--- src/rtl/dsq_pkg.sv ---
package dsq_pkg;
    typedef enum logic [1:0] {
        OP_ACT = 2'd0,
        OP_RD  = 2'd1,
        OP_WR  = 2'd2,
        OP_PRE = 2'd3
    } dsq_op_e;

    typedef enum logic [1:0] {
        ST_IDLE,
        ST_PRE_WAIT,
        ST_ACT_WAIT,
        ST_COL
    } dsq_state_e;
endpackage

--- src/rtl/dsq_addr_map.sv ---
module dsq_addr_map #(
    parameter int ADDR_W   = 20,
    parameter int BANK_W   = 2,
    parameter int ROW_LG   = 11,
    parameter int BURST_LG = 5,
    parameter int ROW_W    = ADDR_W - ROW_LG - BANK_W,
    parameter int COL_W    = ROW_LG - BURST_LG
) (
    input  logic [ADDR_W-1:0] addr,
    output logic [BANK_W-1:0] bank,
    output logic [ROW_W-1:0]  row,
    output logic [COL_W-1:0]  col
);
    // row-sized chunks rotate across banks; bytes inside a burst are dropped
    assign col  = addr[BURST_LG +: COL_W];
    assign bank = addr[ROW_LG +: BANK_W];
    assign row  = addr[ROW_LG + BANK_W +: ROW_W];
endmodule

--- src/rtl/dsq_queue.sv ---
module dsq_queue #(
    parameter int QDEPTH = 4,
    parameter int BANK_W = 2,
    parameter int ROW_W  = 7,
    parameter int COL_W  = 6,
    parameter int SKIP_W = 2,
    parameter int IDX_W  = 2
) (
    input  logic              clk,
    input  logic              rst_n,
    input  logic              push,
    input  logic              push_wr,
    input  logic [BANK_W-1:0] push_bank,
    input  logic [ROW_W-1:0]  push_row,
    input  logic [COL_W-1:0]  push_col,
    input  logic              pop,
    input  logic [IDX_W-1:0]  pop_idx,
    input  logic              bump,
    input  logic [IDX_W-1:0]  bump_idx,
    output logic              q_vld  [QDEPTH],
    output logic              q_wr   [QDEPTH],
    output logic [BANK_W-1:0] q_bank [QDEPTH],
    output logic [ROW_W-1:0]  q_row  [QDEPTH],
    output logic [COL_W-1:0]  q_col  [QDEPTH],
    output logic [SKIP_W-1:0] q_skip [QDEPTH],
    output logic              full
);
    logic              r_vld [QDEPTH], n_vld [QDEPTH];
    logic              r_wr  [QDEPTH], n_wr  [QDEPTH];
    logic [BANK_W-1:0] r_bank[QDEPTH], n_bank[QDEPTH];
    logic [ROW_W-1:0]  r_row [QDEPTH], n_row [QDEPTH];
    logic [COL_W-1:0]  r_col [QDEPTH], n_col [QDEPTH];
    logic [SKIP_W-1:0] r_skip[QDEPTH], n_skip[QDEPTH];

    always_comb begin
        logic placed;
        for (int i = 0; i < QDEPTH; i++) begin
            n_vld[i]  = r_vld[i];
            n_wr[i]   = r_wr[i];
            n_bank[i] = r_bank[i];
            n_row[i]  = r_row[i];
            n_col[i]  = r_col[i];
            n_skip[i] = r_skip[i];
        end
        // older entries passed over by the current pick age by one
        if (bump) begin
            for (int i = 0; i < QDEPTH; i++) begin
                if (i < int'(bump_idx) && n_vld[i] && n_skip[i] != '1)
                    n_skip[i] = n_skip[i] + 1'b1;
            end
        end
        // compact the queue so index 0 stays the oldest
        if (pop) begin
            for (int i = 0; i < QDEPTH - 1; i++) begin
                if (i >= int'(pop_idx)) begin
                    n_vld[i]  = n_vld[i+1];
                    n_wr[i]   = n_wr[i+1];
                    n_bank[i] = n_bank[i+1];
                    n_row[i]  = n_row[i+1];
                    n_col[i]  = n_col[i+1];
                    n_skip[i] = n_skip[i+1];
                end
            end
            n_vld[QDEPTH-1] = 1'b0;
        end
        placed = 1'b0;
        for (int i = 0; i < QDEPTH; i++) begin
            if (push && !placed && !n_vld[i]) begin
                n_vld[i]  = 1'b1;
                n_wr[i]   = push_wr;
                n_bank[i] = push_bank;
                n_row[i]  = push_row;
                n_col[i]  = push_col;
                n_skip[i] = '0;
                placed    = 1'b1;
            end
        end
    end

    always_ff @(posedge clk) begin
        for (int i = 0; i < QDEPTH; i++) begin
            if (!rst_n) begin
                r_vld[i]  <= 1'b0;
                r_wr[i]   <= 1'b0;
                r_bank[i] <= '0;
                r_row[i]  <= '0;
                r_col[i]  <= '0;
                r_skip[i] <= '0;
            end else begin
                r_vld[i]  <= n_vld[i];
                r_wr[i]   <= n_wr[i];
                r_bank[i] <= n_bank[i];
                r_row[i]  <= n_row[i];
                r_col[i]  <= n_col[i];
                r_skip[i] <= n_skip[i];
            end
        end
    end

    assign q_vld  = r_vld;
    assign q_wr   = r_wr;
    assign q_bank = r_bank;
    assign q_row  = r_row;
    assign q_col  = r_col;
    assign q_skip = r_skip;
    assign full   = r_vld[QDEPTH-1];
endmodule

--- src/rtl/dsq_picker.sv ---
module dsq_picker #(
    parameter int QDEPTH     = 4,
    parameter int NUM_BANKS  = 4,
    parameter int BANK_W     = 2,
    parameter int ROW_W      = 7,
    parameter int COL_W      = 6,
    parameter int SKIP_W     = 2,
    parameter int IDX_W      = 2,
    parameter int STARVE_LIM = 2
) (
    input  logic                 q_vld  [QDEPTH],
    input  logic                 q_wr   [QDEPTH],
    input  logic [BANK_W-1:0]    q_bank [QDEPTH],
    input  logic [ROW_W-1:0]     q_row  [QDEPTH],
    input  logic [COL_W-1:0]     q_col  [QDEPTH],
    input  logic [SKIP_W-1:0]    q_skip [QDEPTH],
    input  logic [NUM_BANKS-1:0] open_vld,
    input  logic [ROW_W-1:0]     open_row [NUM_BANKS],
    input  logic                 last_wr,
    output logic                 any,
    output logic [IDX_W-1:0]     sel
);
    always_comb begin
        logic       elig;
        logic       hit;
        logic [2:0] score;
        logic [2:0] best;
        best = '0;
        sel  = '0;
        for (int i = 0; i < QDEPTH; i++) begin
            elig = q_vld[i];
            // an older request to the same burst blocks this one
            for (int j = 0; j < i; j++) begin
                if (q_vld[j] && q_bank[j] == q_bank[i] &&
                    q_row[j] == q_row[i] && q_col[j] == q_col[i])
                    elig = 1'b0;
            end
            hit   = open_vld[q_bank[i]] && (open_row[q_bank[i]] == q_row[i]);
            score = {1'b0, hit, q_wr[i] == last_wr} + 3'd1;
            if (elig && score > best) begin
                best = score;
                sel  = IDX_W'(i);
            end
        end
        // the head always ages fastest, so it is the one that can starve
        if (q_vld[0] && q_skip[0] >= SKIP_W'(STARVE_LIM))
            sel = '0;
    end

    assign any = q_vld[0];
endmodule

--- src/rtl/dram_sched.sv ---
module dram_sched
    import dsq_pkg::*;
#(
    parameter int NUM_BANKS    = 4,
    parameter int ADDR_W       = 20,
    parameter int ROW_BYTES_LG = 11,
    parameter int BURST_LG     = 5,
    parameter int QDEPTH       = 4,
    parameter int T_RCD        = 3,
    parameter int T_RP         = 3,
    parameter int T_TURN       = 4,
    parameter int STARVE_LIM   = 2,
    localparam int BANK_W      = $clog2(NUM_BANKS),
    localparam int ROW_W       = ADDR_W - ROW_BYTES_LG - BANK_W,
    localparam int COL_W       = ROW_BYTES_LG - BURST_LG
) (
    input  logic              clk,
    input  logic              rst_n,
    input  logic              req_valid,
    input  logic              req_write,
    input  logic [ADDR_W-1:0] req_addr,
    output logic              req_ready,
    output logic              cmd_valid,
    output logic [1:0]        cmd_op,
    output logic [BANK_W-1:0] cmd_bank,
    output logic [ROW_W-1:0]  cmd_row,
    output logic [COL_W-1:0]  cmd_col
);
    localparam int IDX_W  = $clog2(QDEPTH);
    localparam int SKIP_W = $clog2(STARVE_LIM + 2);
    localparam int CNT_W  = $clog2((T_RCD > T_RP ? T_RCD : T_RP) + 1) + 1;
    localparam int TRN_W  = $clog2(T_TURN + 1) + 1;

    logic [BANK_W-1:0] in_bank;
    logic [ROW_W-1:0]  in_row;
    logic [COL_W-1:0]  in_col;

    dsq_addr_map #(
        .ADDR_W(ADDR_W), .BANK_W(BANK_W), .ROW_LG(ROW_BYTES_LG), .BURST_LG(BURST_LG),
        .ROW_W(ROW_W), .COL_W(COL_W)
    ) u_map (
        .addr(req_addr), .bank(in_bank), .row(in_row), .col(in_col)
    );

    logic              q_vld  [QDEPTH];
    logic              q_wr   [QDEPTH];
    logic [BANK_W-1:0] q_bank [QDEPTH];
    logic [ROW_W-1:0]  q_row  [QDEPTH];
    logic [COL_W-1:0]  q_col  [QDEPTH];
    logic [SKIP_W-1:0] q_skip [QDEPTH];
    logic              q_full, pop, bump, any;
    logic [IDX_W-1:0]  sel, cur, tgt;

    assign req_ready = !q_full;

    dsq_queue #(
        .QDEPTH(QDEPTH), .BANK_W(BANK_W), .ROW_W(ROW_W), .COL_W(COL_W),
        .SKIP_W(SKIP_W), .IDX_W(IDX_W)
    ) u_queue (
        .clk(clk), .rst_n(rst_n),
        .push(req_valid && req_ready), .push_wr(req_write),
        .push_bank(in_bank), .push_row(in_row), .push_col(in_col),
        .pop(pop), .pop_idx(cur), .bump(bump), .bump_idx(sel),
        .q_vld(q_vld), .q_wr(q_wr), .q_bank(q_bank), .q_row(q_row),
        .q_col(q_col), .q_skip(q_skip), .full(q_full)
    );

    logic [NUM_BANKS-1:0] open_vld;
    logic [ROW_W-1:0]     open_row [NUM_BANKS];
    logic                 last_wr;
    logic [TRN_W-1:0]     since_col;

    dsq_picker #(
        .QDEPTH(QDEPTH), .NUM_BANKS(NUM_BANKS), .BANK_W(BANK_W), .ROW_W(ROW_W),
        .COL_W(COL_W), .SKIP_W(SKIP_W), .IDX_W(IDX_W), .STARVE_LIM(STARVE_LIM)
    ) u_pick (
        .q_vld(q_vld), .q_wr(q_wr), .q_bank(q_bank), .q_row(q_row), .q_col(q_col),
        .q_skip(q_skip), .open_vld(open_vld), .open_row(open_row),
        .last_wr(last_wr), .any(any), .sel(sel)
    );

    dsq_state_e       state, state_n;
    dsq_op_e          op;
    logic [CNT_W-1:0] cnt, cnt_val;
    logic             cnt_ld, t_open, t_hit, turn_ok;

    assign tgt     = (state == ST_IDLE) ? sel : cur;
    assign t_open  = open_vld[q_bank[tgt]];
    assign t_hit   = t_open && (open_row[q_bank[tgt]] == q_row[tgt]);
    assign turn_ok = (q_wr[tgt] == last_wr) || (since_col >= TRN_W'(T_TURN));

    always_ff @(posedge clk) begin
        if (!rst_n) state <= ST_IDLE;
        else        state <= state_n;
    end

    always_comb begin
        state_n   = state;
        cmd_valid = 1'b0;
        op        = OP_ACT;
        bump      = 1'b0;
        pop       = 1'b0;
        cnt_ld    = 1'b0;
        cnt_val   = '0;
        unique case (state)
            ST_IDLE: begin
                if (any) begin
                    bump = 1'b1;
                    if (t_hit) begin
                        state_n = ST_COL;
                    end else if (t_open) begin
                        cmd_valid = 1'b1;
                        op        = OP_PRE;
                        cnt_ld    = 1'b1;
                        cnt_val   = CNT_W'(T_RP - 1);
                        state_n   = ST_PRE_WAIT;
                    end else begin
                        cmd_valid = 1'b1;
                        op        = OP_ACT;
                        cnt_ld    = 1'b1;
                        cnt_val   = CNT_W'(T_RCD - 1);
                        state_n   = ST_ACT_WAIT;
                    end
                end
            end
            ST_PRE_WAIT: begin
                if (cnt == '0) begin
                    cmd_valid = 1'b1;
                    op        = OP_ACT;
                    cnt_ld    = 1'b1;
                    cnt_val   = CNT_W'(T_RCD - 1);
                    state_n   = ST_ACT_WAIT;
                end
            end
            ST_ACT_WAIT: begin
                if (cnt == '0) state_n = ST_COL;
            end
            ST_COL: begin
                if (turn_ok) begin
                    cmd_valid = 1'b1;
                    op        = q_wr[tgt] ? OP_WR : OP_RD;
                    pop       = 1'b1;
                    state_n   = ST_IDLE;
                end
            end
            default: state_n = ST_IDLE;
        endcase
        cmd_op   = op;
        cmd_bank = q_bank[tgt];
        cmd_row  = q_row[tgt];
        cmd_col  = q_col[tgt];
    end

    always_ff @(posedge clk) begin
        if (!rst_n) begin
            cnt       <= '0;
            cur       <= '0;
            open_vld  <= '0;
            last_wr   <= 1'b0;
            since_col <= TRN_W'(T_TURN);
            for (int b = 0; b < NUM_BANKS; b++) open_row[b] <= '0;
        end else begin
            if (cnt_ld)          cnt <= cnt_val;
            else if (cnt != '0)  cnt <= cnt - 1'b1;
            if (state == ST_IDLE && any) cur <= sel;
            if (cmd_valid && op == OP_ACT) begin
                open_vld[cmd_bank] <= 1'b1;
                open_row[cmd_bank] <= cmd_row;
            end
            if (cmd_valid && op == OP_PRE) open_vld[cmd_bank] <= 1'b0;
            if (pop) begin
                last_wr   <= q_wr[tgt];
                since_col <= '0;
            end else if (since_col < TRN_W'(T_TURN)) begin
                since_col <= since_col + 1'b1;
            end
        end
    end
endmodule

--- config.mk ---
export PLATFORM = sky130hd
export DESIGN_NAME = dram_sched
export DESIGN_NICKNAME = d
export VERILOG_FILES = /design/src/rtl/dsq_pkg.sv /design/src/rtl/dsq_addr_map.sv /design/src/rtl/dsq_queue.sv /design/src/rtl/dsq_picker.sv /design/src/rtl/dram_sched.sv
export SDC_FILE = /design/constraint.sdc
export NUM_CORES = 1
export LEC_CHECK = 0
export BUFFER_PORTS_ARGS = -buffer_cell sky130_fd_sc_hd__buf_2
export CORE_MARGIN = 5
export CORE_UTILIZATION = 36
export DETAILED_ROUTE_END_ITERATION = 8
export PLACE_DENSITY_LB_ADDON = 0.1
export REMOVE_ABC_BUFFERS = 1
export SLEW_MARGIN = 40
export SYNTH_ARGS = -nofsm -noshare
export SYNTH_HDL_FRONTEND = slang
export SYNTH_SLANG_ARGS = --single-unit
--- constraint.sdc ---
create_clock -name clk -period 7.9 [get_ports clk]
set_input_delay 0.79 -clock clk [delete_from_list [all_inputs] [get_ports clk]]
set_output_delay 0.79 -clock clk [all_outputs]
set_load 0.1 [all_outputs]
After elaboration in Yosys (flattened, before gate mapping) --
Cells that the tools add are included.
Word-level totals: bits in registers 118, bits in latches 0, bits in writable memories 0, ROM bits 0, logic and storage cells 330, memories kept 0
Cells by class: add/sub/neg operators 9, multiply operators 0, divide/modulo/power cells 0, $lt $le $gt $ge 26, equal/unequal tests 39, shift operators 0, multiplexer cells 136, bitwise operators 10, reduce and logical (&&, ||, !) cells 76
Operators by type and width (number):
- $mux 7 | 19
- $bmux 7 s2 | 6
- $eq 7x7->1 | 11
- $mux 6 | 11
- $mux 2 | 32
- $logic_and 1x1->1 | 47
- $mux 1 | 38
- $eq 6x6->1 | 6
- $bwmux 28 | 1
- $mux 3 | 8
- $mux 21 | 1
- $ge 3x3->1 const B | 6
- $mux 18 | 1
- $not 2->3 | 6
- $mux 4 | 4
- $reduce_bool 2->1 | 8
- $lt 2x3->1 const B | 5
- $demux 7 s2 | 1
- $add 2x1->3 const B | 4
- $bmux 1 s2 | 6
- $bmux 6 s2 | 1
- $eq 2x2->1 | 6
- $ne 2x2->1 const B | 6
- $gt 3x3->1 | 3
- other kinds (35) | 59

Logic depth before layout (Yosys ltp) --
Gate-level depths: netlist of the first run.
depth in word-level cells 45, mapped depth 40, mapped depth without buffers 35

Cells and area by module --
From an unflattened synthesis of the first run, not the netlist that was laid out.
Unflattened totals: cells, all modules 943, area, all modules 9009.9 µm²
Modules (own cells, without submodules):
- dsq_queue | times used 1, cells an instance 373, area an instance 3458.3 µm², seq. area each 1481.4 µm²
- dram_sched | times used 1, cells an instance 275, area an instance 2736.4 µm², seq. area each 880.8 µm²
- dsq_picker | times used 1, cells an instance 280, area an instance 2702.6 µm², seq. area each 0.0 µm²
- dsq_addr_map | times used 1, cells an instance 15, area an instance 112.6 µm², seq. area each 0.0 µm²

Least setup slack after synthesis of the first run --
Ideal clock, no wire load.
path kind register -> output, start register u_queue.r_bank (netlist bit u_queue.q_bank[5]), end output port cmd_op[0], data arrival time 9.570 ns, required time 7.110 ns, setup slack -2.460 ns, cell stages (with the launch flop) 36, cells stage by stage dfxtp_1 -> buf_4 -> clkbuf_1 -> mux4_2 -> xnor2_1 -> nand4_1 -> nor2_1 -> ha_1 -> ha_1 -> nor2b_1 -> o21a_1 -> o2111ai_2 -> a31oi_1 -> ha_1 -> nor2b_1 -> o21a_1 -> o211ai_1 -> or3_2 -> clkbuf_1 -> nand2_1 -> o21ai_0 -> ha_1 -> nor2b_1 -> o21a_1 -> o211ai_1 -> nor2_1 -> a31oi_2 -> nand2_2 -> buf_6 -> mux2i_1 -> mux2i_1 -> o21ai_0 -> nand3_1 -> o2111ai_4 -> o31ai_4 -> o31ai_1
RTL lines:
- start: declaration | RTL line dsq_queue.sv:30 | logic [BANK_W-1:0] r_bank[QDEPTH], n_bank[QDEPTH];
- start signal: indexed assignment | RTL line dsq_queue.sv:92 | r_bank[i] <= n_bank[i];
- $not 2->3 (implied by the code) | RTL line dsq_picker.sv:38 | hit = open_vld[q_bank[i]] && (open_row[q_bank[i]] == q_row[i]);
- $bmux 7 s2 | RTL line dsq_picker.sv:38
- $mux 7 (implied by the code) (2 in a row) | RTL line dsq_picker.sv:38
- $eq 7x7->1 | RTL line dsq_picker.sv:38
- $logic_and 1x1->1 | RTL line dsq_picker.sv:38
- $add 2x1->3 | RTL line dsq_picker.sv:39 | score = {1'b0, hit, q_wr[i] == last_wr} + 3'd1;
- $gt 3x3->1 | RTL line dsq_picker.sv:40 | if (elig && score > best) begin
- $logic_and 1x1->1 | RTL line dsq_picker.sv:40
- [10 not listed]
- $bmux 7 s2 *
- $mux 7 * (2 in a row)
- named net cmd_row[4] | RTL line dram_sched.sv:26 | output logic [ROW_W-1:0] cmd_row,
- $eq 7x7->1 * | RTL line dram_sched.sv:89 | assign t_hit = t_open && (open_row[q_bank[tgt]] == q_row[tgt]);
- $logic_and 1x1->1 * | RTL line dram_sched.sv:89
- $mux 2 * | RTL line dram_sched.sv:109 | if (t_hit) begin
- $mux 2 * | RTL line dram_sched.sv:107 | if (any) begin
- $pmux 2 s2 * | RTL line dram_sched.sv:105 | unique case (state)
- end: declaration | RTL line dram_sched.sv:24 | output logic [1:0] cmd_op,
Mark *: on every way through the listed nets, which the timed path passes. The rest lies on a longest branch. The select of a mux whose other input is x is not followed.

Final worst setup path of the first run --
start register u_queue.r_bank (netlist bit u_queue.q_bank[5]), end output port cmd_op[1]
Between the ends: cells in the longest elaborated chain, start to end 31
RTL lines (RTL line):
- $not 2->3 (implied by the code) | dsq_picker.sv:38
- $bmux 7 s2 | dsq_picker.sv:38
- $mux 7 (implied by the code) (2 in a row) | dsq_picker.sv:38
- $eq 7x7->1 | dsq_picker.sv:38
- $logic_and 1x1->1 | dsq_picker.sv:38
- $add 2x1->3 | dsq_picker.sv:39
- $gt 3x3->1 | dsq_picker.sv:40
- $logic_and 1x1->1 | dsq_picker.sv:40
- [13 not listed]
- $not 2->3 (implied by the code) | dram_sched.sv:89
- $bmux 7 s2 | dram_sched.sv:89
- $mux 7 (implied by the code) (2 in a row) | dram_sched.sv:89
- $eq 7x7->1 | dram_sched.sv:89
- $logic_and 1x1->1 | dram_sched.sv:89
- $mux 2 | dram_sched.sv:109
- $mux 2 | dram_sched.sv:107
- $pmux 2 s2 * | dram_sched.sv:105
Every way passes the cells marked *; elsewhere a longest branch is shown, timed or not. The select of a mux whose other input is x is not followed.

==> results of run 1 <==
critical path: cells and delay by family (launching register included):
| kind | cells | cell delay, ns |
|---|---|---|
| mux | 2 | 0.84 |
| fa+ha+maj | 4 | 1.13 |
| buf+inv | 4 | 0.70 |
| xor+xnor | 1 | 0.17 |
| compound gates | 10 | 1.85 |
| flops | 1 | 0.34 |
| simple gates | 14 | 2.32 |
worst min-delay path by stage:
stage,slack [ns],cells after the start,start,end
after global routing,0.50,2,since_col[3]$_SDFFE_PP0P_,since_col[3]$_SDFFE_PP0P_
after CTS,0.47,2,since_col[1]$_SDFFE_PP0P_,since_col[1]$_SDFFE_PP0P_
after global placement,0.45,2,since_col[1]$_SDFFE_PP0P_,since_col[1]$_SDFFE_PP0P_
after floorplan,0.44,2,since_col[1]$_SDFFE_PP0P_,since_col[1]$_SDFFE_PP0P_
after detailed placement,0.46,2,since_col[1]$_SDFFE_PP0P_,since_col[1]$_SDFFE_PP0P_
final,0.47,2,since_col[1]$_SDFFE_PP0P_,since_col[1]$_SDFFE_PP0P_
layer usage:
layer | track usage, % | vias to the layer above
li1 | - | 4154
met1 | 27.5 | 4168
met2 | 34.8 | 176
met3 | 2.66 | 46
met4 | 5.74 | 0
met5 | 0 | -
timing repair:
item | CTS | global route
resized for setup | 62 | 99
setup endpoints to repair | 123 | 126
endpoints found under the hold margin | 0 | 0
setup buffers | 19 | 16
pin swaps | 37 | 29
hold buffers | 0 | 0
cloned | 0 | 3
registers in the layout, indices dropped and copies added, names as in the netlist, 3 cells and up:
name	count
u_queue.q_wr	4
u_queue.q_col	24
u_queue.q_vld	3
open_row	28
u_queue.q_bank	8
u_queue.q_skip	6
u_queue.q_row	28
cnt	3
open_vld	4
since_col	4
cell type report:
| type | count | area [um^2] |
|---|---|---|
| Fill cell | 2563 | 13800 |
| Multi-Input combinational cell | 832 | 7180 |
| Sequential cell | 118 | 2370 |
| Timing Repair Buffer | 235 | 2180 |
| Tap cell | 341 | 427 |
| Clock buffer | 17 | 425 |
| Clock inverter | 15 | 193 |
| Inverter | 26 | 114 |
power breakdown:
group	switching [mW]	internal [mW]	total, mW
Combinational	0.732	0.592	1.32
Sequential	0.0519	0.638	0.690
Clock	0.332	0.504	0.836
Total	1.12	1.73	2.85
synthesized netlist by cell type (3+ instances only):
cell type,n,share of area [%]
nand4_1,37,2.4
mux4_2,32,7.5
nand2_1,96,3.7
nand3_1,34,1.8
o21a_1,5,0.39
nand2_2,4,0.26
mux2i_1,115,12
nor4_1,6,0.39
or4_1,3,0.23
clkbuf_8,4,0.57
buf_4,6,0.47
o211ai_1,8,0.62
and2_1,4,0.26
dfxtp_1,118,24
a21oi_1,20,1.0
inv_1,23,0.89
o21ai_0,25,1.3
clkbuf_1,40,1.6
or3_2,4,0.31
buf_6,12,1.4
or3_1,4,0.26
a21o_1,3,0.23
nor2_2,3,0.19
xnor2_1,125,11
nor2_1,104,4.0
ha_1,25,3.2
and3_1,14,0.91
a311oi_1,3,0.27
a211oi_1,34,2.6
buf_1,4,0.16
a21boi_0,9,0.70
mux2_2,22,2.6
a31oi_1,12,0.78
xor2_1,4,0.36
nor2b_1,7,0.45
o31ai_1,5,0.39
buf_2,39,2.0
nor3_1,9,0.47
metrics by stage:
stage          power, mW  setup slack [ns]  setup TNS [ns]  util (%)
2_1_floorplan       1.42             -2.92         -180.64         -
3_3_place_gp        1.84            -0.664          -18.44      42.1
3_5_place_dp        1.84            -0.748          -27.62      42.1
4_1_cts             2.78            -0.677           -1.89      46.0
5_1_grt             2.99             -1.06          -13.15      48.3
6_report            2.85            -0.681           -1.90      48.3
cell families (layout without fill, tap and decap cells):
| group | count (synthesis) | after routing |
|---|---|---|
| muxes | 172 | 172 |
| and+or+nand+nor | 354 | 354 |
| adders and majority gates | 25 | 25 |
| DFF | 118 | 118 |
| AOI/OAI and AO/OA | 152 | 152 |
| xor gates and xnor gates | 129 | 129 |
| buffers and inverters | 134 | 293 |
==> reports/results.ini, run 1 <==
[drt]
first_pass_iters = 8
met1Wirelength_um = 14800
routed-wl-met2_um = 15800
wl_met3_um = 1310
viasPerCell = 5.39
ant_nets = 0
dr_total_vias = 8544
drt-initial-drc-count = 511
wirelength_um = 32500
routedWlPerCell_um = 20.5
drc = 0
routed.top_layer = met4

[timing]
fin_ws_ns = -0.681
tightest_slew_ns = 0.634
slew_violations = 0
setup-violations-final = 3
timing.hold.ws_ns = 0.470
slew_headroom_pct = 57.7
hold_violations = 0
max_freq_ghz = 0.117
rsz0062_at_grt = yes
skew_ns = 0.00984
period_minus_slack_ns = 8.58
period_share_pct = 109

[critical_path]
critPathArrivalTime_ns = 7.79
setup.worst_path.class = reg -> out
endpoint = cmd_op[1]
worst-r2r-setup-slack_ns = 0.02
worstSetupEndpointType = output port
reg2reg_to = open_row[12]$_SDFFE_PN0P_
cp-start-kind = flip-flop
path_max_fanout = 7
r2r-start = u_queue.q_bank[5]$_SDFFE_PN0P_
rr_worst_depth = 37
worst_path_max_delay_cell = mux4_2
critical-path-max-stage-delay_ns = 0.52
startpoint = u_queue.q_bank[5]$_SDFFE_PN0P_
path_common_cell = ha_1
worstPathRequired_ns = 7.11

[layout]
final_area_um2 = 12900
final_cells = 1584
antennaDiodeCount = 0
fin_nets = 1279
final_common_cell = buf_4
final_cell_mix = buf_4, xnor2_1, dfxtp_1
syn2layout_area_growth_pct = 33.5
drive_gt1_share_pct = 36.3

[die]
io_pins = 43
dieArea_um2 = 30200
core_um2 = 26700
start_util_pct = 36.2
placementRows = 60
die_y_um = 174
fp.dieW_um = 174

[global_routing]
grt_use_total_pct = 20.5
antenna_found_initial = 0
grt_pass1_vias = 8422
grt_pass1_wl_um = 48600
grt_max_degree = 78
gr-total-overflow = 0

[placement]
place_area_um2 = 11200
place_inst = 1519
hpwl_um = 23500
place.port_buffers = 37
place.gp.congestion = 0.911

[yosys]
ys_async_sr_fraction_pct = 0
yosysWarningCount = 0
synth_edf_count = 0
yosys_register_bits = 118
synth-compound-area-share_pct = 11.8
synth.mux.area_fraction_pct = 22.4
synthesis.area_um2 = 9650
synth_simple_gate_area_share_pct = 18.5
syn_avg_cell_area_um2 = 8.90
synthXorXnorAreaFrac_pct = 11.7
synth_cell_type_count = 87
synth_top_family_by_area = multiplexers
seq_area_frac_synth_pct = 24.5
synth_ff_type = dfxtp_1
synth_fa_ha_area_share_pct = 3.24
netlist_instances = 1084

[clock_tree]
clock_latency_ns = 0.43
cts_root_buffer = clkbuf_16
cts_tree = yes
cts_made_buffers = 17
clk_pin_slew_ns = 0.06
cts_buffer_depth = 2
cts_max_level = 4
clock-sinks = 118

[min_path]
hold_class = reg -> reg

[pwr]
leakage_nw = 4.84
power.density_nw_per_um2 = 221
ir_worst_vdd_mv = 0.117

[flow_run]
max-cap-violations = 0

[status]
outcome = finished with violations
violations = setup timing

Note: power is estimated with default switching activity, not from simulation.
==> inputs of run 2 (changes only) <==
--- a/config.mk
+++ b/config.mk
@@ -8,8 +8,9 @@
 export BUFFER_PORTS_ARGS = -buffer_cell sky130_fd_sc_hd__buf_2
 export CORE_MARGIN = 5
 export CORE_UTILIZATION = 36
+export CTS_CLUSTER_SIZE = 24
 export DETAILED_ROUTE_END_ITERATION = 8
-export PLACE_DENSITY_LB_ADDON = 0.1
+export PLACE_DENSITY = 0.58
 export REMOVE_ABC_BUFFERS = 1
 export SLEW_MARGIN = 40
 export SYNTH_ARGS = -nofsm -noshare
==> run 2 against run 1 <==
  * The flow still finishes with violations (setup timing)
  * Register-to-register slack worse by 0.21 ns
  * Combinational power up 4%
  * Non-clock buffer count up 29
  * Utilization up 0.96 points
  * Sequential share of layout area down 0.37 points
  * Clock power down 4.3%
  * Via count up 5.3%
  * Total power up 0.29%
  * Hold slack worse by 0.0055 ns
  * Largest cell class unchanged
  * Largest power group unchanged
  * Highest routed layer unchanged
==> reports/results.ini, run 2 (synthesis results as in run 1) <==
[placement]
post-place-ws_ns = -0.878  ; was -0.748 ns
place.gp.congestion = 0.939  ; was 0.911
place.port_buffers = 37  ; unchanged
hpwl_um = 23000  ; was 23,500 um

[layout]
syn2layout_area_growth_pct = 36.2  ; was 33.5%
fin_nets = 1308  ; was 1,279
multiInputGateArea_um2 = 7150  ; was 7180 um^2
final_common_cell = buf_4  ; unchanged
drive_gt1_share_pct = 38.4  ; was 36.3%
final_cell_mix = buf_4, xnor2_1, dfxtp_1  ; unchanged
antennaDiodeCount = 0  ; unchanged
regArea_um2 = 2370  ; about the same
nFillCells = 2401  ; was 2,563

[pwr]
clock_power_share_pct = 28.0  ; was 29.3%
switchingPower_mw = 1.12  ; about the same
p_total_mw = 2.86  ; was 2.85 mW
power.density_nw_per_um2 = 218  ; was 221 nW/um^2
intPower_mw = 1.73  ; about the same
leakage_nw = 4.99  ; was 4.84 nW
pwr-share-comb_pct = 48.0  ; was 46.4%
ir_worst_vdd_mv = 0.0995  ; was 0.117 mV
power.share.sequential_pct = 24.0  ; was 24.2%
switching_share_pct = 39.4  ; was 39.1%

[timing]
slew_violations = 0  ; unchanged
period_share_pct = 111  ; was 109%
timing.hold.ws_ns = 0.465  ; was 0.470 ns
skew_ns = 0.0142  ; was 0.00984 ns
setup-violations-final = 58  ; was 3
rsz0062_at_grt = yes  ; unchanged
max_freq_ghz = 0.115  ; was 0.117 GHz
fin_ws_ns = -0.831  ; was -0.681 ns
slew_headroom_pct = 47.6  ; was 57.7%
period_minus_slack_ns = 8.73  ; was 8.58 ns
tightest_slew_ns = 0.782  ; was 0.634 ns
hold_violations = 0  ; unchanged

[drt]
wirelength_um = 33200  ; was 32,500 um
dr_total_vias = 8995  ; was 8,544
drc = 0  ; unchanged
viasPerCell = 5.58  ; was 5.39
ant_nets = 0  ; unchanged
drt-initial-drc-count = 711  ; was 511
routedWlPerCell_um = 20.6  ; was 20.5 um
first_pass_iters = 5  ; was 8

[critical_path]
setup.worst_path.class = reg -> out  ; unchanged
worst_path_max_delay_cell = or4_4  ; was mux4_2
path_common_cell = o21a_1  ; was ha_1
worstSetupEndpointType = output port  ; unchanged
worstPathRequired_ns = 7.11  ; about the same
cp-start-kind = flip-flop  ; unchanged
path_max_fanout = 8  ; was 7
critPathArrivalTime_ns = 7.94  ; was 7.79 ns
critical-path-max-stage-delay_ns = 0.54  ; was 0.52 ns

[clock_tree]
cts_buffer_depth = 2  ; unchanged
cts_tree = yes  ; unchanged
clock_latency_ns = 0.44  ; was 0.43 ns
cts_root_buffer = clkbuf_16  ; unchanged
cts_max_level = 4  ; unchanged
clk_pin_slew_ns = 0.06  ; about the same
cts_made_buffers = 17  ; unchanged
clock-sinks = 118  ; unchanged
cts_hold_buf = 0  ; unchanged

[flow_run]
max-cap-violations = 0  ; unchanged

[die]
fp.dieW_um = 174  ; unchanged
die_y_um = 174  ; unchanged
io_pins = 43  ; unchanged
placementRows = 60  ; unchanged
core_um2 = 26700  ; unchanged
start_util_pct = 36.2  ; unchanged
dieArea_um2 = 30200  ; unchanged

[global_routing]
grt_pass1_wl_um = 48300  ; was 48,600 um
gr-total-overflow = 0  ; unchanged
antenna_found_initial = 0  ; unchanged
grt_pass1_vias = 8646  ; was 8,422
grt_use_total_pct = 20.2  ; was 20.5%
grt_max_degree = 78  ; unchanged

[status]
outcome = finished with violations  ; unchanged
violations = setup timing  ; unchanged

[min_path]
hold_class = reg -> reg  ; unchanged

-- run 2: timing repair --
item / in CTS / in global routing
setup buffers: 29 / 18
pin swaps: 29 / 34
gates resized for setup: 53 / 108
gates cloned: 0 / 6
setup endpoints to repair: 124 / 127
-- run 2: area by class of cell --
| cell class | instances | area share (%) |
|---|---|---|
| Tap cell | 341 | 3.25 |
| Multi-Input combinational cell | 832 | 54.4 |
| Clock inverter | 14 | 1.15 |
| Timing Repair Buffer | 264 | 19.0 |
| Clock buffer | 18 | 3.34 |
| Sequential cell | 118 | 18.0 |
| Inverter | 26 | 0.867 |
-- run 2: metal layers --
layer  part of all wire (%)  global-route usage [%]  vias to the layer above  wire [um]
met2                     48                    33.8                      307      15800
met1                     43                    26.9                     4406      14300
met3                    6.1                    3.14                       71       2030
met4                    3.0                    6.76                        0       1000
li1                       -                       -                     4211          -
met5                      0                       0                        -          0
-- run 2: final timing paths --
check | start | slack (ns) | cells after the start | endpoint
worst max-delay path | u_queue.q_bank[7]$_SDFFE_PN0P_ | -0.83 | 35 | cmd_op[1]
worst min-delay path | since_col[1]$_SDFFE_PP0P_ | 0.46 | 2 | since_col[1]$_SDFFE_PP0P_
worst max register to register | u_queue.q_bank[7]$_SDFFE_PN0P_ | -0.19 | 38 | open_row[8]$_SDFFE_PN0P_
worst min register to register | since_col[1]$_SDFFE_PP0P_ | 0.46 | 2 | since_col[1]$_SDFFE_PP0P_
-- run 2: per-stage QoR --
step / util, % / area (um^2) / std cells / TNS [ns]
floorplan: - / 9000 / 976 / -180.64
global placement: 42.4 / 11300 / 1530 / -15.02
detailed placement: 42.4 / 11300 / 1530 / -26.29
CTS: 46.4 / 12400 / 1591 / -2.06
global route: 49.3 / 13100 / 1613 / -48.26
finish: 49.3 / 13100 / 1613 / -6.37
-- run 2: worst max-delay path, delay by kind of cell, from the launching register on --
kind,cells,cell delay [ns]
AND/OR/NAND/NOR,13,2.28
multiplexers,3,0.93
AO/OA/AOI/OAI,11,2.17
flip-flops,1,0.35
buffers and inverters,3,0.51
XOR/XNOR,1,0.18
adder cells (fa/ha/maj),4,1.07
-- run 2: power groups by stage --
stage | logic (mW) | registers (mW) | clock network [mW]
2_1_floorplan | 0.717 | 0.704 | 0
3_3_place_gp | 1.15 | 0.697 | 0
3_5_place_dp | 1.16 | 0.698 | 0
4_1_cts | 1.24 | 0.686 | 0.805
5_1_grt | 1.45 | 0.692 | 0.840
6_report | 1.37 | 0.687 | 0.800
